--- config.mk ---
export PLATFORM = sky130hd
export DESIGN_NAME = noise_spike_trigger
export DESIGN_NICKNAME = d
export VERILOG_FILES = /design/src/rtl/spktrig_pkg.sv /design/src/rtl/spktrig_ctrl.sv /design/src/rtl/spktrig_datapath.sv /design/src/rtl/noise_spike_trigger.sv
export SDC_FILE = /design/constraint.sdc
export NUM_CORES = 1
export LEC_CHECK = 0
export CORE_MARGIN = 2
export CORE_UTILIZATION = 30
export CTS_CLUSTER_DIAMETER = 150
export DETAILED_ROUTE_END_ITERATION = 7
export SLEW_MARGIN = 5
export SYNTH_ARGS = -nofsm -noshare
export SYNTH_HDL_FRONTEND = slang
export SYNTH_HIERARCHICAL = 1
export SYNTH_SLANG_ARGS = --single-unit
export TNS_END_PERCENT = 100
--- constraint.sdc ---
create_clock -name clk -period 9.71 [get_ports clk]
set_clock_uncertainty 0.1 [all_clocks]
set_input_delay 1.942 -clock clk [delete_from_list [all_inputs] [get_ports clk]]
set_output_delay 1.942 -clock clk [all_outputs]
set_load 0.03 [all_outputs]
--- src/rtl/spktrig_pkg.sv ---
package spktrig_pkg;

  // Strobes sent from the sequencing control to the datapath each cycle.
  typedef struct packed {
    logic capture;     // a potential is accepted this cycle
    logic roundStart;  // the accepted potential belongs to model 0
    logic takeFifo;    // model 0 and the FIFO head is consumed
    logic lastModel;   // the accepted potential closes the round
  } trigStrobe_t;

endpackage

--- src/rtl/spktrig_ctrl.sv ---
module spktrig_ctrl
  import spktrig_pkg::*;
#(
  parameter int N_MODELS = 8,
  parameter int IDX_W    = $clog2(N_MODELS)
) (
  input  logic             clk,
  input  logic             rstN,
  input  logic             potValid,
  input  logic             noiseEmpty,
  input  logic             noiseNearFull,
  output trigStrobe_t      strobe,
  output logic [IDX_W-1:0] modelIdx,
  output logic             noiseRdEn,
  output logic             underflowFlag,
  output logic             genHold
);

  localparam logic [IDX_W-1:0] LAST_IDX = IDX_W'(N_MODELS - 1);

  logic isFirst;
  logic isLast;

  assign isFirst = (modelIdx == '0);
  assign isLast  = (modelIdx == LAST_IDX);

  always_comb begin
    strobe.capture    = potValid;
    strobe.roundStart = potValid && isFirst;
    strobe.takeFifo   = potValid && isFirst && !noiseEmpty;
    strobe.lastModel  = potValid && isLast;
  end

  assign noiseRdEn = strobe.takeFifo;

  // Model sequence counter, wraps at the end of each round.
  always_ff @(posedge clk) begin
    if (!rstN) begin
      modelIdx <= '0;
    end else if (potValid) begin
      modelIdx <= isLast ? '0 : modelIdx + 1'b1;
    end
  end

  // Sticky underflow: set when a round opens on an empty FIFO.
  always_ff @(posedge clk) begin
    if (!rstN) begin
      underflowFlag <= 1'b0;
    end else if (strobe.roundStart && noiseEmpty) begin
      underflowFlag <= 1'b1;
    end
  end

  // Registered stall request toward the generator.
  always_ff @(posedge clk) begin
    if (!rstN) begin
      genHold <= 1'b0;
    end else begin
      genHold <= noiseNearFull;
    end
  end

  // the FIFO is never popped while empty.
  assert_no_read_when_empty_R4 : assert property (@(posedge clk) disable iff (!rstN)
    noiseRdEn |-> !noiseEmpty);

  // a read lasts a single cycle, since the counter leaves model 0.
  assert_read_single_cycle_R4 : assert property (@(posedge clk) disable iff (!rstN)
    noiseRdEn |=> !noiseRdEn);

  // once raised, the underflow flag stays raised.
  assert_underflow_sticky_R6 : assert property (@(posedge clk) disable iff (!rstN)
    underflowFlag |=> underflowFlag);

  // the counter is at model 0 right after the last model was accepted.
  assert_wrap_after_last_R3 : assert property (@(posedge clk) disable iff (!rstN)
    strobe.lastModel |=> (modelIdx == '0));

endmodule

--- src/rtl/spktrig_datapath.sv ---
module spktrig_datapath
  import spktrig_pkg::*;
#(
  parameter int N_MODELS   = 8,
  parameter int IDX_W      = $clog2(N_MODELS),
  parameter int ADDR_W     = $clog2(N_MODELS + 1),
  parameter int POT_W      = 24,
  parameter int NOISE_W    = 16,
  parameter int SIGMA_W    = 16,
  parameter int SIGMA_FRAC = 12,
  parameter int CFG_W      = 24
) (
  input  logic                      clk,
  input  logic                      rstN,
  input  trigStrobe_t               strobe,
  input  logic [IDX_W-1:0]          modelIdx,
  input  logic signed [POT_W-1:0]   potential,
  input  logic signed [NOISE_W-1:0] noiseData,
  input  logic                      cfgWrEn,
  input  logic [ADDR_W-1:0]         cfgAddr,
  input  logic [CFG_W-1:0]          cfgData,
  output logic                      spikeValid,
  output logic [IDX_W-1:0]          spikeModel,
  output logic                      spikeOut,
  output logic [N_MODELS-1:0]       feedbackSpikes
);

  localparam int PROD_W = NOISE_W + SIGMA_W + 1;
  localparam int WIDE_W = ((POT_W > PROD_W) ? POT_W : PROD_W) + 1;
  localparam logic [IDX_W-1:0] LAST_IDX = IDX_W'(N_MODELS - 1);

  // ---------------- configuration registers ----------------
  logic [SIGMA_W-1:0]      sigmaReg [N_MODELS];
  logic signed [POT_W-1:0] thetaReg;

  for (genvar g = 0; g < N_MODELS; g++) begin : g_sigma
    always_ff @(posedge clk) begin
      if (!rstN) begin
        sigmaReg[g] <= '0;
      end else if (cfgWrEn && (cfgAddr == ADDR_W'(g))) begin
        sigmaReg[g] <= cfgData[SIGMA_W-1:0];
      end
    end
  end

  always_ff @(posedge clk) begin
    if (!rstN) begin
      thetaReg <= '0;
    end else if (cfgWrEn && (cfgAddr == ADDR_W'(N_MODELS))) begin
      thetaReg <= cfgData[POT_W-1:0];
    end
  end

  // ---------------- shared sample holding ----------------
  logic signed [NOISE_W-1:0] heldSample;
  logic signed [NOISE_W-1:0] roundSample;

  assign roundSample = strobe.takeFifo ? noiseData : heldSample;

  always_ff @(posedge clk) begin
    if (!rstN) begin
      heldSample <= '0;
    end else if (strobe.takeFifo) begin
      heldSample <= noiseData;
    end
  end

  // ---------------- stage 1: operand capture ----------------
  logic                      s1Valid;
  logic                      s1Last;
  logic [IDX_W-1:0]          s1Idx;
  logic signed [POT_W-1:0]   s1Pot;
  logic signed [NOISE_W-1:0] s1Noise;
  logic [SIGMA_W-1:0]        s1Sigma;

  always_ff @(posedge clk) begin
    if (!rstN) begin
      s1Valid <= 1'b0;
      s1Last  <= 1'b0;
      s1Idx   <= '0;
      s1Pot   <= '0;
      s1Noise <= '0;
      s1Sigma <= '0;
    end else begin
      s1Valid <= strobe.capture;
      s1Last  <= strobe.lastModel;
      if (strobe.capture) begin
        s1Idx   <= modelIdx;
        s1Pot   <= potential;
        s1Noise <= roundSample;
        s1Sigma <= sigmaReg[modelIdx];
      end
    end
  end

  // ---------------- stage 2: scale, add, compare ----------------
  logic signed [PROD_W-1:0] noiseExt;
  logic signed [PROD_W-1:0] sigmaExt;
  logic signed [PROD_W-1:0] prod;
  logic signed [PROD_W-1:0] scaled;
  logic signed [WIDE_W-1:0] wSum;
  logic signed [WIDE_W-1:0] thetaWide;
  logic                     belowTheta;
  logic                     spikeNext;
  logic [N_MODELS-1:0]      roundVec;
  logic [N_MODELS-1:0]      nextVec;

  always_comb begin
    noiseExt   = {{(PROD_W - NOISE_W){s1Noise[NOISE_W-1]}}, s1Noise};
    sigmaExt   = {{(PROD_W - SIGMA_W){1'b0}}, s1Sigma};
    prod       = noiseExt * sigmaExt;
    scaled     = prod >>> SIGMA_FRAC;
    wSum       = {{(WIDE_W - POT_W){s1Pot[POT_W-1]}}, s1Pot}
               + {{(WIDE_W - PROD_W){scaled[PROD_W-1]}}, scaled};
    thetaWide  = {{(WIDE_W - POT_W){thetaReg[POT_W-1]}}, thetaReg};
    belowTheta = (wSum < thetaWide);
    spikeNext  = ~belowTheta;
  end

  always_comb begin
    nextVec = roundVec;
    if (s1Valid) begin
      nextVec[s1Idx] = spikeNext;
    end
  end

  always_ff @(posedge clk) begin
    if (!rstN) begin
      spikeValid     <= 1'b0;
      spikeModel     <= '0;
      spikeOut       <= 1'b0;
      roundVec       <= '0;
      feedbackSpikes <= '0;
    end else begin
      spikeValid <= s1Valid;
      spikeOut   <= s1Valid & spikeNext;
      roundVec   <= nextVec;
      if (s1Valid) begin
        spikeModel <= s1Idx;
      end
      if (s1Valid && s1Last) begin
        feedbackSpikes <= nextVec;
      end
    end
  end

  // every captured operand set leaves as one result two edges later.
  assert_result_follows_capture_R2 : assert property (@(posedge clk) disable iff (!rstN)
    s1Valid |=> spikeValid);

  // no spike is reported without a valid result.
  assert_no_spike_without_valid_R2 : assert property (@(posedge clk) disable iff (!rstN)
    spikeOut |-> spikeValid);

  // the held sample changes only after a FIFO read at round start.
  assert_sample_changes_at_round_start_R5 : assert property (@(posedge clk) disable iff (!rstN)
    !$stable(heldSample) |-> $past(strobe.takeFifo));

  // feedback spikes change only together with the last model's result.
  assert_feedback_at_round_end_R7 : assert property (@(posedge clk) disable iff (!rstN)
    !$stable(feedbackSpikes) |-> (spikeValid && (spikeModel == LAST_IDX)));

endmodule

--- src/rtl/noise_spike_trigger.sv ---
module noise_spike_trigger
  import spktrig_pkg::*;
#(
  parameter int N_MODELS   = 8,
  parameter int POT_W      = 24,
  parameter int NOISE_W    = 16,
  parameter int SIGMA_W    = 16,
  parameter int SIGMA_FRAC = 12,
  localparam int IDX_W     = $clog2(N_MODELS),
  localparam int ADDR_W    = $clog2(N_MODELS + 1),
  localparam int CFG_W     = (POT_W > SIGMA_W) ? POT_W : SIGMA_W
) (
  input  logic                      clk,
  input  logic                      rstN,
  input  logic                      cfgWrEn,
  input  logic [ADDR_W-1:0]         cfgAddr,
  input  logic [CFG_W-1:0]          cfgData,
  input  logic                      potValid,
  input  logic signed [POT_W-1:0]   potential,
  input  logic signed [NOISE_W-1:0] noiseData,
  input  logic                      noiseEmpty,
  output logic                      noiseRdEn,
  input  logic                      noiseNearFull,
  output logic                      genHold,
  output logic                      spikeValid,
  output logic [IDX_W-1:0]          spikeModel,
  output logic                      spikeOut,
  output logic [N_MODELS-1:0]       feedbackSpikes,
  output logic                      underflowFlag
);

  trigStrobe_t      strobe;
  logic [IDX_W-1:0] modelIdx;

  spktrig_ctrl #(
    .N_MODELS (N_MODELS),
    .IDX_W    (IDX_W)
  ) i_ctrl (
    .clk           (clk),
    .rstN          (rstN),
    .potValid      (potValid),
    .noiseEmpty    (noiseEmpty),
    .noiseNearFull (noiseNearFull),
    .strobe        (strobe),
    .modelIdx      (modelIdx),
    .noiseRdEn     (noiseRdEn),
    .underflowFlag (underflowFlag),
    .genHold       (genHold)
  );

  spktrig_datapath #(
    .N_MODELS   (N_MODELS),
    .IDX_W      (IDX_W),
    .ADDR_W     (ADDR_W),
    .POT_W      (POT_W),
    .NOISE_W    (NOISE_W),
    .SIGMA_W    (SIGMA_W),
    .SIGMA_FRAC (SIGMA_FRAC),
    .CFG_W      (CFG_W)
  ) i_datapath (
    .clk            (clk),
    .rstN           (rstN),
    .strobe         (strobe),
    .modelIdx       (modelIdx),
    .potential      (potential),
    .noiseData      (noiseData),
    .cfgWrEn        (cfgWrEn),
    .cfgAddr        (cfgAddr),
    .cfgData        (cfgData),
    .spikeValid     (spikeValid),
    .spikeModel     (spikeModel),
    .spikeOut       (spikeOut),
    .feedbackSpikes (feedbackSpikes)
  );

endmodule

## Yosys cells after proc, flatten, opt, wreduce, memory -nomap -nowiden

Memory sizes are Yosys's and may differ from the RTL's. A register that Yosys moved wholly into a read port is not among the register bits.
Cells that the tools add are included.

- Add/subtract/negate cells: 2
- $mul: 1
- $lt $le $gt $ge: 3
- Equality and inequality tests: 9
- Multiplexer cells: 39
- Bitwise gates (word level): 10
- Reductions and logical operators: 19

Operator list:

| operator | number |
|---|---|
| two-way mux 16 bit | 9 |
| multiplier 16 x 17 -> 33 bit | 1 |
| two-way mux 1 bit | 26 |
| adder 24 x 21 -> 25 bit | 1 |
| less-than comparator 25 x 24 -> 1 bit | 1 |
| == test 4 x 3 -> 1 bit (second input constant) | 4 |
| logical AND 1 bit | 15 |
| bitwise mux 8 bit | 1 |
| == test 4 x 2 -> 1 bit (second input constant) | 2 |
| two-way mux 8 bit | 1 |
| OR 1 bit | 8 |
| == test 4 x 1 -> 1 bit (second input constant) | 1 |
| == test 4 bit (second input constant) | 1 |
| zero test 4 bit | 1 |
| less-than comparator 3 x 4 -> 1 bit (second input constant) | 1 |
| adder 3 x 1 -> 3 bit (second input constant) | 1 |
| demux 1 bit (select 3 bit) | 1 |
| == test 3 bit (second input constant) | 1 |
| greater-or-equal comparator 3 x 1 -> 1 bit (second input constant) | 1 |
| zero test 3 bit | 1 |
| two-way mux 3 bit | 1 |
| zero test 1 bit | 2 |
| AND 1 bit | 1 |
| NOT 1 bit | 1 |

- Register bits after elaboration: 111
- Memory bits (writable): 128
- Bits of input ports: 74
- Output and inout bits: 16
- Word-level logic and storage cells: 99
- Memories: 1

Memories:

| memory | words | width | rd ports | clocked after Yosys merged registers in | wr ports | RTL line | RTL |
|---|---|---|---|---|---|---|---|
| i_datapath.sigmaReg | 8 | 16 | 1 | 1 | 8 | spktrig_datapath.sv:33 | `logic [SIGMA_W-1:0] sigmaReg [N_MODELS];` |

## Longest topological paths before layout

Gate-level depths: netlist of the first run.

- Depth after elaboration: 6
- Mapped depth: 41
- Mapped depth without buffers: 39

## Hierarchy

The synthesis of the first run kept the hierarchy.

Modules (own cells, without submodules):

| module | times used | cells each | area each (µm²) | seq. area each (µm²) |
|---|---|---|---|---|
| spktrig_datapath | 1 | 1,998 | 20,415.8 | 6,286.0 |
| spktrig_ctrl | 1 | 28 | 255.2 | 100.1 |

## Worst setup path after synthesis of the first run

OpenSTA, ideal clock, no wires.

- Path type: register to register
- Start: register i_datapath.s1Noise[1]
- End: register i_datapath.feedbackSpikes[3]
- Library setup time: 0.124 ns
- Arrival time: 8.854 ns
- Data required time: 9.486 ns
- Path slack: 0.632 ns
- Cell stages (with the launch flop): 39
- Path buffers: 1
- Period minus slack after synthesis: 9.078 ns
- Cells stage by stage: dfxtp_1 > clkbuf_1 > nand2_1 > fa_1 > fa_1 > fa_1 > fa_1 > inv_1 > fa_1 > inv_1 > fa_1 > inv_1 > ha_1 > and4_1 > o2111a_1 > o21ai_1 > nand4_1 > a31oi_1 > (+3 left out) > ha_1 > nand3_1 > nor3_1 > o31ai_1 > a21oi_1 > o2111ai_1 > a21boi_0 > nor2_1 > xnor2_1 > ha_1 > a21o_1 > a21o_1 > a21o_1 > a21o_1 > a2111oi_4 > a21oi_2 > o41ai_2 > o21ai_1

- Word-level cells in the longest chain between the ends: 6

RTL lines:

| element | RTL line | RTL |
|---|---|---|
| start, declared | spktrig_datapath.sv:73 | `logic signed [NOISE_W-1:0] s1Noise;` |
| start signal, assigned | spktrig_datapath.sv:90 | `s1Noise <= roundSample;` |
| multiplier 16 x 17 -> 33 bit | spktrig_datapath.sv:111 | `prod = noiseExt * sigmaExt;` |
| adder 24 x 21 -> 25 bit | spktrig_datapath.sv:114 | `+ {{(WIDE_W - PROD_W){scaled[PROD_W-1]}}, scaled};` |
| less-than comparator 25 x 24 -> 1 bit | spktrig_datapath.sv:116 | `belowTheta = (wSum < thetaWide);` |
| NOT 1 bit | spktrig_datapath.sv:117 | `spikeNext = ~belowTheta;` |
| bitwise mux 8 bit | spktrig_datapath.sv:123 | `nextVec[s1Idx] = spikeNext;` |
| two-way mux 8 bit | spktrig_datapath.sv:122 | `if (s1Valid) begin` |
| end signal, assigned | spktrig_datapath.sv:142 | `feedbackSpikes <= nextVec;` |
| end, declared | spktrig_datapath.sv:25 | `output logic [N_MODELS-1:0] feedbackSpikes` |

Every way passes these cells.
A chain may end at the register's enable or synchronous reset.

## Worst setup path in the final report of the first run

- Start: register i_datapath.s1Noise[4]
- End: register i_datapath.feedbackSpikes[1]

The elaborated chain is that of the path after synthesis.

==> impl_metrics.prom, run 1 <==
# TYPE chip_impl_metric gauge
chip_impl_metric{name="groute.layer.met3.usage",unit="%"} 1.92
chip_impl_metric{name="grt.overflow.total",unit=""} 0
chip_impl_metric{name="numClockSinks",unit=""} 255
chip_impl_metric{name="port_buffers",unit=""} 89
chip_impl_info{name="clock-root-buffer",value="sky130_fd_sc_hd__clkbuf_16"} 1
chip_impl_metric{name="count_of_routing_violations_after_the_opening_detailed_route_iteration",unit=""} 720
chip_impl_metric{name="syn_to_final_growth",unit="%"} 16.3
chip_impl_metric{name="stdcell_area",unit="sq um"} 24000
chip_impl_metric{name="min_period",unit="ns"} 9.24
chip_impl_metric{name="post_synth_design_cell_area",unit="sq um"} 20700
chip_impl_metric{name="row_count",unit=""} 96
chip_impl_metric{name="dpl-instance-area",unit="sq um"} 22800
chip_impl_metric{name="global_route_wire_length_before_repair",unit="um"} 84700
chip_impl_metric{name="worst-path-max-fanout",unit=""} 12
chip_impl_metric{name="gpl.final_weighted_congestion",unit=""} 0.865
chip_impl_metric{name="clk_pin_slew",unit="ns"} 0.06
chip_impl_info{name="endpoint_kind",value="flop"} 1
chip_impl_metric{name="cts-htree-levels",unit=""} 1
chip_impl_metric{name="avgSynthCellArea",unit="sq um"} 10.2
chip_impl_metric{name="postSynthCellCount",unit=""} 2025
chip_impl_metric{name="hold_viol",unit=""} 0
chip_impl_info{name="type_of_the_worst_setup_path",value="flop to flop"} 1
chip_impl_metric{name="critPathArrivalTime",unit="ns"} 9.59
chip_impl_metric{name="synth.net_count",unit=""} 2465
chip_impl_metric{name="crit_path_max_cell_delay",unit="ns"} 0.55
chip_impl_info{name="critical-path-slowest-cell",value="sky130_fd_sc_hd__fa_1"} 1
chip_impl_metric{name="final_antenna_net_count",unit=""} 0
chip_impl_metric{name="routed_via_density",unit=""} 4.77
chip_impl_info{name="path_common_cell",value="sky130_fd_sc_hd__fa_1"} 1
chip_impl_metric{name="hpwl",unit="um"} 39200
chip_impl_metric{name="finalCritPeriodShare",unit="%"} 95.1
chip_impl_metric{name="max_slew_margin",unit="%"} 22.7
chip_impl_metric{name="cts_buffer_depth",unit=""} 3
chip_impl_info{name="grt.busiest_layer",value="met2"} 1
chip_impl_metric{name="clk_latency",unit="ns"} 0.61
chip_impl_metric{name="detail_route.first_pass.iterations",unit=""} 5
chip_impl_metric{name="detailroute.via_count",unit=""} 14400
chip_impl_metric{name="hold_fix_buffers_cts",unit=""} 0
chip_impl_metric{name="critical_path_required",unit="ns"} 10.06
chip_impl_metric{name="ff_latch_area",unit="sq um"} 6400
chip_impl_metric{name="report.power.total",unit="mW"} 3.58
chip_impl_info{name="layout_common_cells",value="sky130_fd_sc_hd__inv_1, sky130_fd_sc_hd__and2_1, sky130_fd_sc_hd__nand2_1"} 1
chip_impl_metric{name="yosys_warnings",unit=""} 6
chip_impl_metric{name="finalSetupViolCount",unit=""} 0
chip_impl_metric{name="irDropWorstVdd",unit="mV"} 0.154
chip_impl_metric{name="n_antenna_cell",unit=""} 0
chip_impl_info{name="layout.cells.most_common",value="sky130_fd_sc_hd__inv_1"} 1
chip_impl_info{name="start_kind",value="flop"} 1
chip_impl_metric{name="max-cap-violations",unit=""} 0
chip_impl_metric{name="powerDensity",unit="nW/um^2"} 149
chip_impl_metric{name="post_route_cells_drive_above_1_share",unit="%"} 9.65
chip_impl_metric{name="critPathBufInv",unit=""} 5
chip_impl_metric{name="core_footprint",unit="sq um"} 68300
chip_impl_info{name="cts_tree",value="done"} 1
chip_impl_metric{name="cts_buffers",unit=""} 30
chip_impl_metric{name="ff2ff_setup_slack",unit="ns"} 0.47
chip_impl_metric{name="drcViolationCount",unit=""} 0
chip_impl_info{name="critical_path.startpoint",value="i_datapath/s1Noise[4]"} 1
chip_impl_metric{name="die_height",unit="um"} 266
chip_impl_metric{name="global_route.usage.met2",unit="%"} 25.9
chip_impl_info{name="worstHoldPathType",value="flop to flop"} 1
chip_impl_metric{name="grt_start_max_net_pins",unit=""} 71
chip_impl_metric{name="grt.met1_usage",unit="%"} 20.0
chip_impl_metric{name="fmax",unit="MHz"} 108
chip_impl_metric{name="maxSlewViolCount",unit=""} 0
chip_impl_metric{name="nFillCells",unit=""} 6748
chip_impl_metric{name="dieArea",unit="sq um"} 71000
chip_impl_metric{name="routed_wirelength",unit="um"} 52100
chip_impl_metric{name="leak",unit="nW"} 10.6
chip_impl_metric{name="tightest_slew",unit="ns"} 1.16
chip_impl_info{name="rr_startpoint",value="i_datapath/s1Noise[4]"} 1
chip_impl_info{name="status",value="complete, no violations"} 1
chip_impl_info{name="min-delay-start",value="i_datapath/feedbackSpikes[3]"} 1
chip_impl_info{name="crit_family",value="adder cells"} 1
chip_impl_metric{name="floorplan.initialDensity",unit="%"} 30.2
chip_impl_metric{name="io_pins",unit=""} 90
chip_impl_metric{name="fp.dieW",unit="um"} 266
chip_impl_metric{name="global_route_usage_over_all_layers",unit="%"} 15.0
chip_impl_metric{name="wl_per_cell",unit="um"} 17.2
chip_impl_metric{name="via_count_of_the_first_global_routing_pass",unit=""} 15400
chip_impl_metric{name="finish.net_count",unit=""} 2561
chip_impl_metric{name="antenna_violations_before_repair",unit=""} 1
chip_impl_metric{name="multi_input_gate_area",unit="sq um"} 13100
==> tightest hold or removal path, cell delays in order, from the launching register on <==
cell and delay, ns:
sky130_fd_sc_hd__dfxtp_1 0.32, sky130_fd_sc_hd__nand2_1 0.05, sky130_fd_sc_hd__o21ai_1 0.05
==> worst paths after layout <==
kind                                                      to  cells after the start
worst min-delay path            i_datapath/feedbackSpikes[3]                      2
worst max-delay path            i_datapath/feedbackSpikes[1]                     38
worst max register to register  i_datapath/feedbackSpikes[1]                     38
worst min register to register  i_datapath/feedbackSpikes[3]                      2
==> area by class of cell <==
class                   count  area share [%]
clock inverters            18           0.765
flip-flops and latches    255            26.7
repair buffers            153            5.75
well taps                 882            4.59
clock buffers              38            3.29
multi-input cells        1406            54.7
inverters                 275            4.30
==> routing by layer <==
layer	share of wire, %	vias to the layer above
met3	4.7	68
met1	45	7222
met5	0.025	-
met4	1.8	2
li1	-	6833
met2	49	305
==> repair_timing <==
action / CTS / global route
setup buffers: 0 / 7
pin swaps: 0 / 22
gates cloned: 0 / 1
endpoints found under the setup margin: 7 / 17
resized for setup: 4 / 47
==> state kept, by name, indices dropped and copies added (netlist names) <==
| signal | count |
|---|---|
| i_ctrl/genHold | 1 |
| i_ctrl/modelIdx | 3 |
| i_ctrl/underflowFlag | 1 |
| i_datapath/feedbackSpikes | 8 |
| i_datapath/heldSample | 16 |
| i_datapath/roundVec | 8 |
| i_datapath/s1Idx | 3 |
| i_datapath/s1Last | 1 |
| i_datapath/s1Noise | 16 |
| i_datapath/s1Pot | 24 |
| i_datapath/s1Sigma | 16 |
| i_datapath/s1Valid | 1 |
| i_datapath/sigmaReg | 128 |
| i_datapath/spikeModel | 3 |
| i_datapath/spikeOut | 1 |
| i_datapath/spikeValid | 1 |
| i_datapath/thetaReg | 24 |
==> stage by stage <==
step                      util (%)  hold slack, ns  instances  TNS [ns]  worst slack, ns
after global placement        33.4           0.341       2963         0            0.197
after floorplan                  -           0.343       2025         0            0.632
after detailed placement      33.4           0.348       2963  -0.00862         -0.00862
final                         35.2           0.365       3027         0            0.474
after global routing          35.2           0.383       3027   -0.0338          -0.0160
after CTS                     34.8           0.363       3019         0           0.0430
==> power by group <==
part	switching, mW	total, mW	internal (mW)
Clock	0.484	1.12	0.635
Combinational	0.699	1.23	0.529
Sequential	0.0431	1.23	1.19
Total	1.23	3.58	2.35
(Power assumes the default switching activity.)
==> run 2, diff against run 1 <==
--- a/config.mk
+++ b/config.mk
@@ -9,6 +9,7 @@
 export CORE_UTILIZATION = 30
 export CTS_CLUSTER_DIAMETER = 150
 export DETAILED_ROUTE_END_ITERATION = 7
+export GPL_TIMING_DRIVEN = 0
 export SLEW_MARGIN = 5
 export SYNTH_ARGS = -nofsm -noshare
 export SYNTH_HDL_FRONTEND = slang
==> run 2 against run 1 <==
Compared with the run above: non-clock buffer count increased by 76; sequential power is essentially flat; count of clock-buffer cells in the layout increased by 4; flip-flop and latch count unchanged; maximum frequency fell by 1.3%; worst setup slack lost 0.12 ns; clock power about the same; global-route usage grew 1.1 points.
==> impl_metrics.prom, run 2 (synthesis results as in run 1) <==
# TYPE chip_impl_metric gauge
chip_impl_info{name="status",value="complete, no violations"} 1
chip_impl_info{name="start_kind",value="flop"} 1
chip_impl_metric{name="grt.met1_usage",unit="%"} 20.8
chip_impl_info{name="path_common_cell",value="sky130_fd_sc_hd__fa_1"} 1
chip_impl_metric{name="global_route_usage_over_all_layers",unit="%"} 16.1
chip_impl_metric{name="fp.dieW",unit="um"} 266
chip_impl_metric{name="finalSetupViolCount",unit=""} 0
chip_impl_metric{name="hpwl",unit="um"} 44100
chip_impl_metric{name="gpl.final_weighted_congestion",unit=""} 0.894
chip_impl_metric{name="max-cap-violations",unit=""} 0
chip_impl_info{name="clock-root-buffer",value="sky130_fd_sc_hd__clkbuf_16"} 1
chip_impl_metric{name="crit_path_max_cell_delay",unit="ns"} 0.62
chip_impl_metric{name="core_footprint",unit="sq um"} 68300
chip_impl_metric{name="n_antenna_cell",unit=""} 0
chip_impl_metric{name="die_height",unit="um"} 266
chip_impl_metric{name="detailroute.via_count",unit=""} 15000
chip_impl_metric{name="cts-htree-levels",unit=""} 1
chip_impl_metric{name="critical_path_required",unit="ns"} 10.05
chip_impl_metric{name="global_route.usage.met2",unit="%"} 27.7
chip_impl_metric{name="routed_via_density",unit=""} 4.82
chip_impl_metric{name="final_antenna_net_count",unit=""} 0
chip_impl_metric{name="leak",unit="nW"} 10.9
chip_impl_metric{name="via_count_of_the_first_global_routing_pass",unit=""} 15900
chip_impl_metric{name="finish.net_count",unit=""} 2637
chip_impl_metric{name="clk_latency",unit="ns"} 0.60
chip_impl_info{name="worst_r2r_endpoint",value="i_datapath/feedbackSpikes[4]"} 1
chip_impl_info{name="cts_tree",value="done"} 1
chip_impl_metric{name="grt.overflow.total",unit=""} 0
chip_impl_metric{name="cts_buffer_depth",unit=""} 3
chip_impl_info{name="biggestRegsByFlops",value="i_datapath/sigmaReg x128, i_datapath/s1Pot x24, i_datapath/thetaReg x24"} 1
chip_impl_info{name="layout_common_cells",value="sky130_fd_sc_hd__inv_1, sky130_fd_sc_hd__and2_1, sky130_fd_sc_hd__nand2_1"} 1
chip_impl_metric{name="drcViolationCount",unit=""} 0
chip_impl_metric{name="port_buffers",unit=""} 87
chip_impl_info{name="critical_path.endpoint",value="i_datapath/feedbackSpikes[4]"} 1
chip_impl_metric{name="irDropWorstVdd",unit="mV"} 0.141
chip_impl_metric{name="report.power.total",unit="mW"} 3.70
chip_impl_metric{name="detail_route.first_pass.iterations",unit=""} 7
chip_impl_metric{name="numClockSinks",unit=""} 255
chip_impl_metric{name="clk_pin_slew",unit="ns"} 0.06
chip_impl_metric{name="maxSlewViolCount",unit=""} 0
chip_impl_metric{name="max_slew_margin",unit="%"} 34.6
chip_impl_metric{name="syn_to_final_growth",unit="%"} 20.5
chip_impl_metric{name="finalCritPeriodShare",unit="%"} 96.4
chip_impl_info{name="regMostFlops",value="i_datapath/sigmaReg"} 1
chip_impl_metric{name="hold_fix_buffers_cts",unit=""} 0
chip_impl_metric{name="worst_hold_slack",unit="ns"} 0.359
chip_impl_metric{name="nFillCells",unit=""} 6610
chip_impl_metric{name="wl_per_cell",unit="um"} 18.3
chip_impl_metric{name="routed_wirelength",unit="um"} 56900
chip_impl_info{name="layout.cells.most_common",value="sky130_fd_sc_hd__inv_1"} 1
chip_impl_metric{name="cells_on_worst_reg2reg_path",unit=""} 38
chip_impl_info{name="critical-path-slowest-cell",value="sky130_fd_sc_hd__fa_1"} 1
chip_impl_metric{name="grt_start_max_net_pins",unit=""} 18
chip_impl_metric{name="worst-path-max-fanout",unit=""} 8
chip_impl_info{name="type_of_the_worst_setup_path",value="flop to flop"} 1
chip_impl_info{name="endpoint_kind",value="flop"} 1
chip_impl_metric{name="post_route_cells_drive_above_1_share",unit="%"} 12.7
chip_impl_metric{name="io_pins",unit=""} 90
chip_impl_metric{name="hold_viol",unit=""} 0
chip_impl_metric{name="count_of_routing_violations_after_the_opening_detailed_route_iteration",unit=""} 831
chip_impl_metric{name="dieArea",unit="sq um"} 71000
chip_impl_info{name="critical_path.startpoint",value="i_datapath/s1Sigma[8]"} 1
chip_impl_info{name="worstHoldPathType",value="flop to flop"} 1
chip_impl_metric{name="critPathArrivalTime",unit="ns"} 9.70
chip_impl_info{name="rr_startpoint",value="i_datapath/s1Sigma[8]"} 1
chip_impl_metric{name="powerDensity",unit="nW/um^2"} 149
chip_impl_metric{name="tightest_slew",unit="ns"} 0.972
chip_impl_metric{name="global_route_wire_length_before_repair",unit="um"} 89400
chip_impl_metric{name="ff2ff_setup_slack",unit="ns"} 0.35
chip_impl_metric{name="antenna_violations_before_repair",unit=""} 3
chip_impl_metric{name="floorplan.initialDensity",unit="%"} 30.2
chip_impl_metric{name="cts_buffers",unit=""} 30
chip_impl_metric{name="min_period",unit="ns"} 9.36
chip_impl_metric{name="row_count",unit=""} 96
chip_impl_metric{name="fmax",unit="MHz"} 107
chip_impl_metric{name="largest_register_ffs",unit=""} 128
chip_impl_metric{name="groute.layer.met3.usage",unit="%"} 2.89
chip_impl_info{name="grt.busiest_layer",value="met2"} 1
-- run 2: worst min-delay path by stage --
stage / end / start / cells after the start / slack (ns)
after floorplan: i_datapath/thetaReg[16] / i_datapath/thetaReg[16] / 2 / 0.34
after global placement: i_datapath/feedbackSpikes[5] / i_datapath/feedbackSpikes[5] / 2 / 0.34
after detailed placement: i_datapath/feedbackSpikes[5] / i_datapath/feedbackSpikes[5] / 2 / 0.34
after CTS: i_datapath/feedbackSpikes[5] / i_datapath/feedbackSpikes[5] / 2 / 0.36
after global routing: i_datapath/thetaReg[3] / i_datapath/thetaReg[3] / 2 / 0.39
final: i_datapath/feedbackSpikes[2] / i_datapath/feedbackSpikes[2] / 2 / 0.36
-- run 2: area by class of cell --
type                            instances  area (sq um)  share of cell area, %
Clock inverter                         14           148                  0.593
Clock buffer                           42           868                   3.49
Sequential cell                       255          6490                   26.1
Tap cell                              882          1100                   4.43
Multi-Input combinational cell       1406         13300                   53.5
Buffer                                 84           519                   2.08
Inverter                              275          1040                   4.16
Timing Repair Buffer                  145          1420                   5.72
-- run 2: repair_timing --
action / in CTS / in global routing
cloned: 1 / 2
setup buffers: 3 / 45
endpoints found under the hold margin: 0 / 0
resized for setup: 102 / 160
pin swaps: 9 / 48
endpoints found under the setup margin: 17 / 17
-- run 2: stage by stage --
| step | util [%] | worst slack (ns) | TNS, ns | instance area (sq um) | instances |
|---|---|---|---|---|---|
| final | 36.4 | 0.351 | 0 | 24900 | 3103 |
| after global routing | 36.4 | -0.0667 | -0.345 | 24900 | 3103 |
| after global placement | 33.1 | -0.969 | -15.67 | 22600 | 2994 |
| after detailed placement | 33.4 | -1.06 | -16.16 | 22800 | 3002 |
| after floorplan | - | 0.632 | 0 | 20700 | 2025 |
| after CTS | 35.3 | 0.00136 | 0 | 24100 | 3058 |
-- run 2: power by group --
part	switching, mW	internal [mW]	leakage [nW]
Clock	0.479	0.659	0.492
Sequential	0.0531	1.18	2.28
Combinational	0.744	0.580	8.14
Total	1.28	2.42	10.9
-- run 2: layer usage --
metal / wire, um / vias to the layer above
met2: 27100 / 468
li1: - / 7000
met4: 1920 / 6
met5: 42 / -
met1: 24300 / 7362
met3: 3470 / 115
-- run 2: worst max-delay path: cells and delay by family, from the launching register on --
kind / cells / cell delay [ns]
flip-flops: 1 / 0.44
AO/OA/AOI/OAI: 18 / 3.82
XOR/XNOR: 2 / 0.19
buffers and inverters: 6 / 0.59
AND/OR/NAND/NOR: 3 / 0.27
adder cells (fa/ha/maj): 9 / 3.77
==> run 3, diff against run 2 <==
--- a/config.mk
+++ b/config.mk
@@ -13,6 +13,5 @@
 export SLEW_MARGIN = 5
 export SYNTH_ARGS = -nofsm -noshare
 export SYNTH_HDL_FRONTEND = slang
-export SYNTH_HIERARCHICAL = 1
 export SYNTH_SLANG_ARGS = --single-unit
 export TNS_END_PERCENT = 100
==> run 3 against run 2 <==
Compared with the run above: routed wire length up 0.19%; combinational power is 5% higher; final cell count rose by 0.35%; flip-flop and latch count unchanged; critical path depth is 1 lower; via count rose by 2.4%; synthesized cell count up 2.0%.
==> impl_metrics.prom, run 3 <==
# TYPE chip_impl_metric gauge
chip_impl_metric{name="wl_met2",unit="um"} 27300
chip_impl_metric{name="crit_path_max_cell_delay",unit="ns"} 0.54
chip_impl_metric{name="post_synth_design_cell_area",unit="sq um"} 20700
chip_impl_metric{name="leak",unit="nW"} 10.5
chip_impl_metric{name="io_pins",unit=""} 90
chip_impl_info{name="start_kind",value="flop"} 1
chip_impl_metric{name="clk_pin_slew",unit="ns"} 0.06
chip_impl_metric{name="routed_wirelength",unit="um"} 57000
chip_impl_metric{name="global_route_usage_over_all_layers",unit="%"} 16.4
chip_impl_metric{name="wl_per_cell",unit="um"} 18.3
chip_impl_metric{name="critical_path_required",unit="ns"} 10.09
chip_impl_metric{name="synth.net_count",unit=""} 2506
chip_impl_metric{name="muxShareOfSynthArea",unit="%"} 6.53
chip_impl_metric{name="xor_and_xnor_fraction_of_the_mapped_netlist_area",unit="%"} 1.78
chip_impl_info{name="critical_path.startpoint",value="i_datapath.s1Sigma[9]"} 1
chip_impl_metric{name="final_antenna_net_count",unit=""} 0
chip_impl_metric{name="report.power.total",unit="mW"} 3.64
chip_impl_metric{name="p_clk_share",unit="%"} 28.2
chip_impl_info{name="dominantRegCellSynth",value="sky130_fd_sc_hd__edfxtp_1"} 1
chip_impl_metric{name="detail_route.first_pass.iterations",unit=""} 5
chip_impl_metric{name="largest_register_ffs",unit=""} 128
chip_impl_metric{name="die_height",unit="um"} 267
chip_impl_metric{name="drcViolationCount",unit=""} 0
chip_impl_metric{name="postSynthCellCount",unit=""} 2066
chip_impl_metric{name="count_of_routing_violations_after_the_opening_detailed_route_iteration",unit=""} 995
chip_impl_metric{name="p_switching",unit="mW"} 1.30
chip_impl_metric{name="irDropWorstVdd",unit="mV"} 0.131
chip_impl_metric{name="tightest_slew",unit="ns"} 0.998
chip_impl_metric{name="cts_buffer_depth",unit=""} 3
chip_impl_metric{name="fp.dieW",unit="um"} 267
chip_impl_info{name="rr_startpoint",value="i_datapath.s1Sigma[9]"} 1
chip_impl_metric{name="maxSlewViolCount",unit=""} 0
chip_impl_metric{name="synth.yosys.seq_area_share",unit="%"} 30.9
chip_impl_metric{name="detail_route.wirelength.met1",unit="um"} 24900
chip_impl_info{name="endpoint_kind",value="flop"} 1
chip_impl_metric{name="met3_wirelength",unit="um"} 3280
chip_impl_info{name="highest_signal_layer",value="met5"} 1
chip_impl_info{name="synth_most_common_cell",value="sky130_fd_sc_hd__inv_1"} 1
chip_impl_metric{name="max-cap-violations",unit=""} 0
chip_impl_metric{name="nFillCells",unit=""} 6869
chip_impl_metric{name="ff2ff_setup_slack",unit="ns"} 0.31
chip_impl_metric{name="cellInternalPower",unit="mW"} 2.34
chip_impl_metric{name="via_count_of_the_first_global_routing_pass",unit=""} 16200
chip_impl_metric{name="min_period",unit="ns"} 9.40
chip_impl_metric{name="clk_latency",unit="ns"} 0.59
chip_impl_metric{name="synth_async_sr_flop_share",unit="%"} 0
chip_impl_metric{name="finish.net_count",unit=""} 2649
chip_impl_metric{name="routed_via_density",unit=""} 4.92
chip_impl_metric{name="powerDensity",unit="nW/um^2"} 149
chip_impl_metric{name="fin_tns_setup",unit="ns"} 0
chip_impl_metric{name="number_of_register_bits_inferred_by_synthesis",unit=""} 255
chip_impl_metric{name="final_critical_path_setup_slack",unit="ns"} 0.308
chip_impl_metric{name="area_fraction_in_compound_gates_after_synthesis",unit="%"} 8.64
chip_impl_metric{name="synth-adder-area-share",unit="%"} 29.2
chip_impl_metric{name="worst_setup_slack_after_placement",unit="ns"} -1.11
chip_impl_metric{name="yosys_warnings",unit=""} 0
chip_impl_info{name="layout_common_cells",value="sky130_fd_sc_hd__inv_1, sky130_fd_sc_hd__and2_1, sky130_fd_sc_hd__nand2_1"} 1
chip_impl_metric{name="fin_cells",unit=""} 3114
chip_impl_info{name="critical_path.endpoint",value="i_datapath.feedbackSpikes[5]"} 1
chip_impl_metric{name="row_count",unit=""} 96
chip_impl_info{name="worstHoldPathType",value="flop to flop"} 1
chip_impl_info{name="critical-path-slowest-cell",value="sky130_fd_sc_hd__fa_1"} 1
chip_impl_metric{name="dieArea",unit="sq um"} 71100
chip_impl_info{name="layout.cells.most_common",value="sky130_fd_sc_hd__inv_1"} 1
chip_impl_metric{name="cts-htree-levels",unit=""} 1
chip_impl_info{name="netlist_top_cells_count",value="sky130_fd_sc_hd__inv_1, sky130_fd_sc_hd__and2_1, sky130_fd_sc_hd__nand2_1, sky130_fd_sc_hd__fa_1, sky130_fd_sc_hd__ha_1"} 1
chip_impl_metric{name="sequentialPowerShare",unit="%"} 33.9
chip_impl_info{name="synth_top_family_by_area",value="adder cells"} 1
chip_impl_info{name="type_of_the_worst_setup_path",value="flop to flop"} 1
chip_impl_metric{name="gpl.final_weighted_congestion",unit=""} 0.911
chip_impl_metric{name="number_of_flops_mapped_to_enable_cells_by_yosys",unit=""} 128
chip_impl_metric{name="hold_fix_buffers_cts",unit=""} 0
chip_impl_metric{name="cells_on_worst_reg2reg_path",unit=""} 37
chip_impl_info{name="clock-root-buffer",value="sky130_fd_sc_hd__clkbuf_16"} 1
chip_impl_info{name="synth_area_leader_cell",value="sky130_fd_sc_hd__fa_1"} 1
chip_impl_metric{name="detailroute.via_count",unit=""} 15300
chip_impl_metric{name="port_buffers",unit=""} 88
chip_impl_metric{name="grt_start_max_net_pins",unit=""} 17
chip_impl_metric{name="finalSetupViolCount",unit=""} 0
chip_impl_metric{name="min_delay_path_depth",unit=""} 2
chip_impl_metric{name="antenna_violations_before_repair",unit=""} 5
chip_impl_metric{name="grt.overflow.total",unit=""} 0
chip_impl_metric{name="hpwl",unit="um"} 44800
chip_impl_metric{name="fmax",unit="MHz"} 106
chip_impl_info{name="biggestRegsByFlops",value="i_datapath.sigmaReg x128, i_datapath.s1Pot x24, i_datapath.thetaReg x24"} 1
chip_impl_info{name="cts_tree",value="done"} 1
chip_impl_metric{name="p_sw_share",unit="%"} 35.8
chip_impl_metric{name="placed_cells",unit=""} 3044
chip_impl_metric{name="syn_to_final_growth",unit="%"} 17.9
chip_impl_info{name="synth_area_leaders",value="sky130_fd_sc_hd__fa_1, sky130_fd_sc_hd__edfxtp_1, sky130_fd_sc_hd__dfxtp_1, sky130_fd_sc_hd__ha_1, sky130_fd_sc_hd__and2_1"} 1
chip_impl_info{name="regMostFlops",value="i_datapath.sigmaReg"} 1
chip_impl_metric{name="yosysUniqueCellTypes",unit=""} 67
chip_impl_metric{name="max_slew_margin",unit="%"} 33.0
chip_impl_metric{name="floorplan.initialDensity",unit="%"} 30.2
chip_impl_metric{name="finalCritPeriodShare",unit="%"} 96.8
chip_impl_info{name="path_common_cell",value="sky130_fd_sc_hd__fa_1"} 1
chip_impl_metric{name="core_footprint",unit="sq um"} 68500
chip_impl_metric{name="cts_buffers",unit=""} 28
chip_impl_metric{name="global_route_wire_length_before_repair",unit="um"} 91000
chip_impl_metric{name="avgSynthCellArea",unit="sq um"} 10.0
chip_impl_metric{name="post_route_cells_drive_above_1_share",unit="%"} 10.7
chip_impl_metric{name="final_core_util",unit="%"} 35.6
chip_impl_metric{name="worst-path-max-fanout",unit=""} 9
chip_impl_info{name="status",value="complete, no violations"} 1
chip_impl_metric{name="p_comb_share",unit="%"} 38.0
chip_impl_metric{name="hold_viol",unit=""} 0
chip_impl_metric{name="yosys.area.top_type_share",unit="%"} 18.8
chip_impl_info{name="worst_r2r_endpoint",value="i_datapath.feedbackSpikes[5]"} 1
chip_impl_metric{name="numClockSinks",unit=""} 255
chip_impl_metric{name="synth_simple_gate_area_share",unit="%"} 16.3
chip_impl_metric{name="critPathArrivalTime",unit="ns"} 9.78
==> run 3: cell types whose count changed in the layout (fill, tap and decap cells not counted), sizes merged, moves of 16 or more <==
cell    change
nor2       +69
buf        -35
nand2      -29
a211oi     +32
a21boi     -29
a21o       +16
nor2b      -47
o211a      -33
a21oi      +50
==> run 3: cell type report <==
cell class	instances	area, sq um	share of cell area [%]
multi-input cells	1443	13200	54.0
clock inverters	16	119	0.488
inverters	273	1030	4.21
clock buffers	36	771	3.16
well taps	882	1100	4.53
plain buffers	89	524	2.15
flip-flops and latches	255	6470	26.5
repair buffers	119	1200	4.92
diodes	1	2.50	0.0103
==> run 3: metrics by stage <==
stage	hold slack [ns]	cell area, sq um
6_report	0.359	24400
5_1_grt	0.382	24400
4_1_cts	0.359	24000
3_5_place_dp	0.352	22800
3_3_place_gp	0.348	22700
2_1_floorplan	0.336	20700
==> run 3: worst min-delay path by stage <==
stage	from	to	slack (ns)
floorplan	i_datapath.thetaReg[10]	i_datapath.thetaReg[10]	0.34
global placement	i_datapath.thetaReg[1]	i_datapath.thetaReg[1]	0.35
detailed placement	i_datapath.thetaReg[11]	i_datapath.thetaReg[11]	0.35
CTS	i_datapath.thetaReg[11]	i_datapath.thetaReg[11]	0.36
global route	i_datapath.thetaReg[0]	i_datapath.thetaReg[0]	0.38
finish	i_datapath.thetaReg[15]	i_datapath.thetaReg[15]	0.36
==> run 3: power by group through the flow <==
stage | clock network [mW] | logic (mW) | registers [mW]
finish | 1.03 | 1.38 | 1.23
global route | 1.09 | 1.53 | 1.24
global placement | 0 | 1.23 | 1.25
detailed placement | 0 | 1.27 | 1.25
floorplan | 0 | 0.885 | 1.23
CTS | 1.04 | 1.31 | 1.23
==> run 3: cells by family after synthesis <==
logic type	count (synthesis)
mux	95
fa+ha+maj	366
xor+xnor	42
simple gates	673
flops	255
buf+inv	368
compound gates	267
==> run 3: per-layer routing <==
layer | vias to the layer above | GRT usage (%)
li1 | 7091 | -
met1 | 7718 | 21.9
met2 | 408 | 27.9
met3 | 88 | 2.36
met4 | 6 | 4.01
met5 | - | 0
==> run 3: what timing repair did <==
| item | CTS | global route |
|---|---|---|
| gates resized for setup | 99 | 81 |
| buffers inserted | 7 | 16 |
| setup endpoints to repair | 17 | 17 |
| pin swaps | 8 | 22 |
==> run 3: worst max-delay path: cells and delay by family (launching register included) <==
family | cells | cell delay [ns]
fa+ha+maj | 9 | 3.89
compound gates | 12 | 2.75
buf+inv | 9 | 0.99
simple gates | 5 | 0.81
flops | 1 | 0.39
xor+xnor | 2 | 0.34
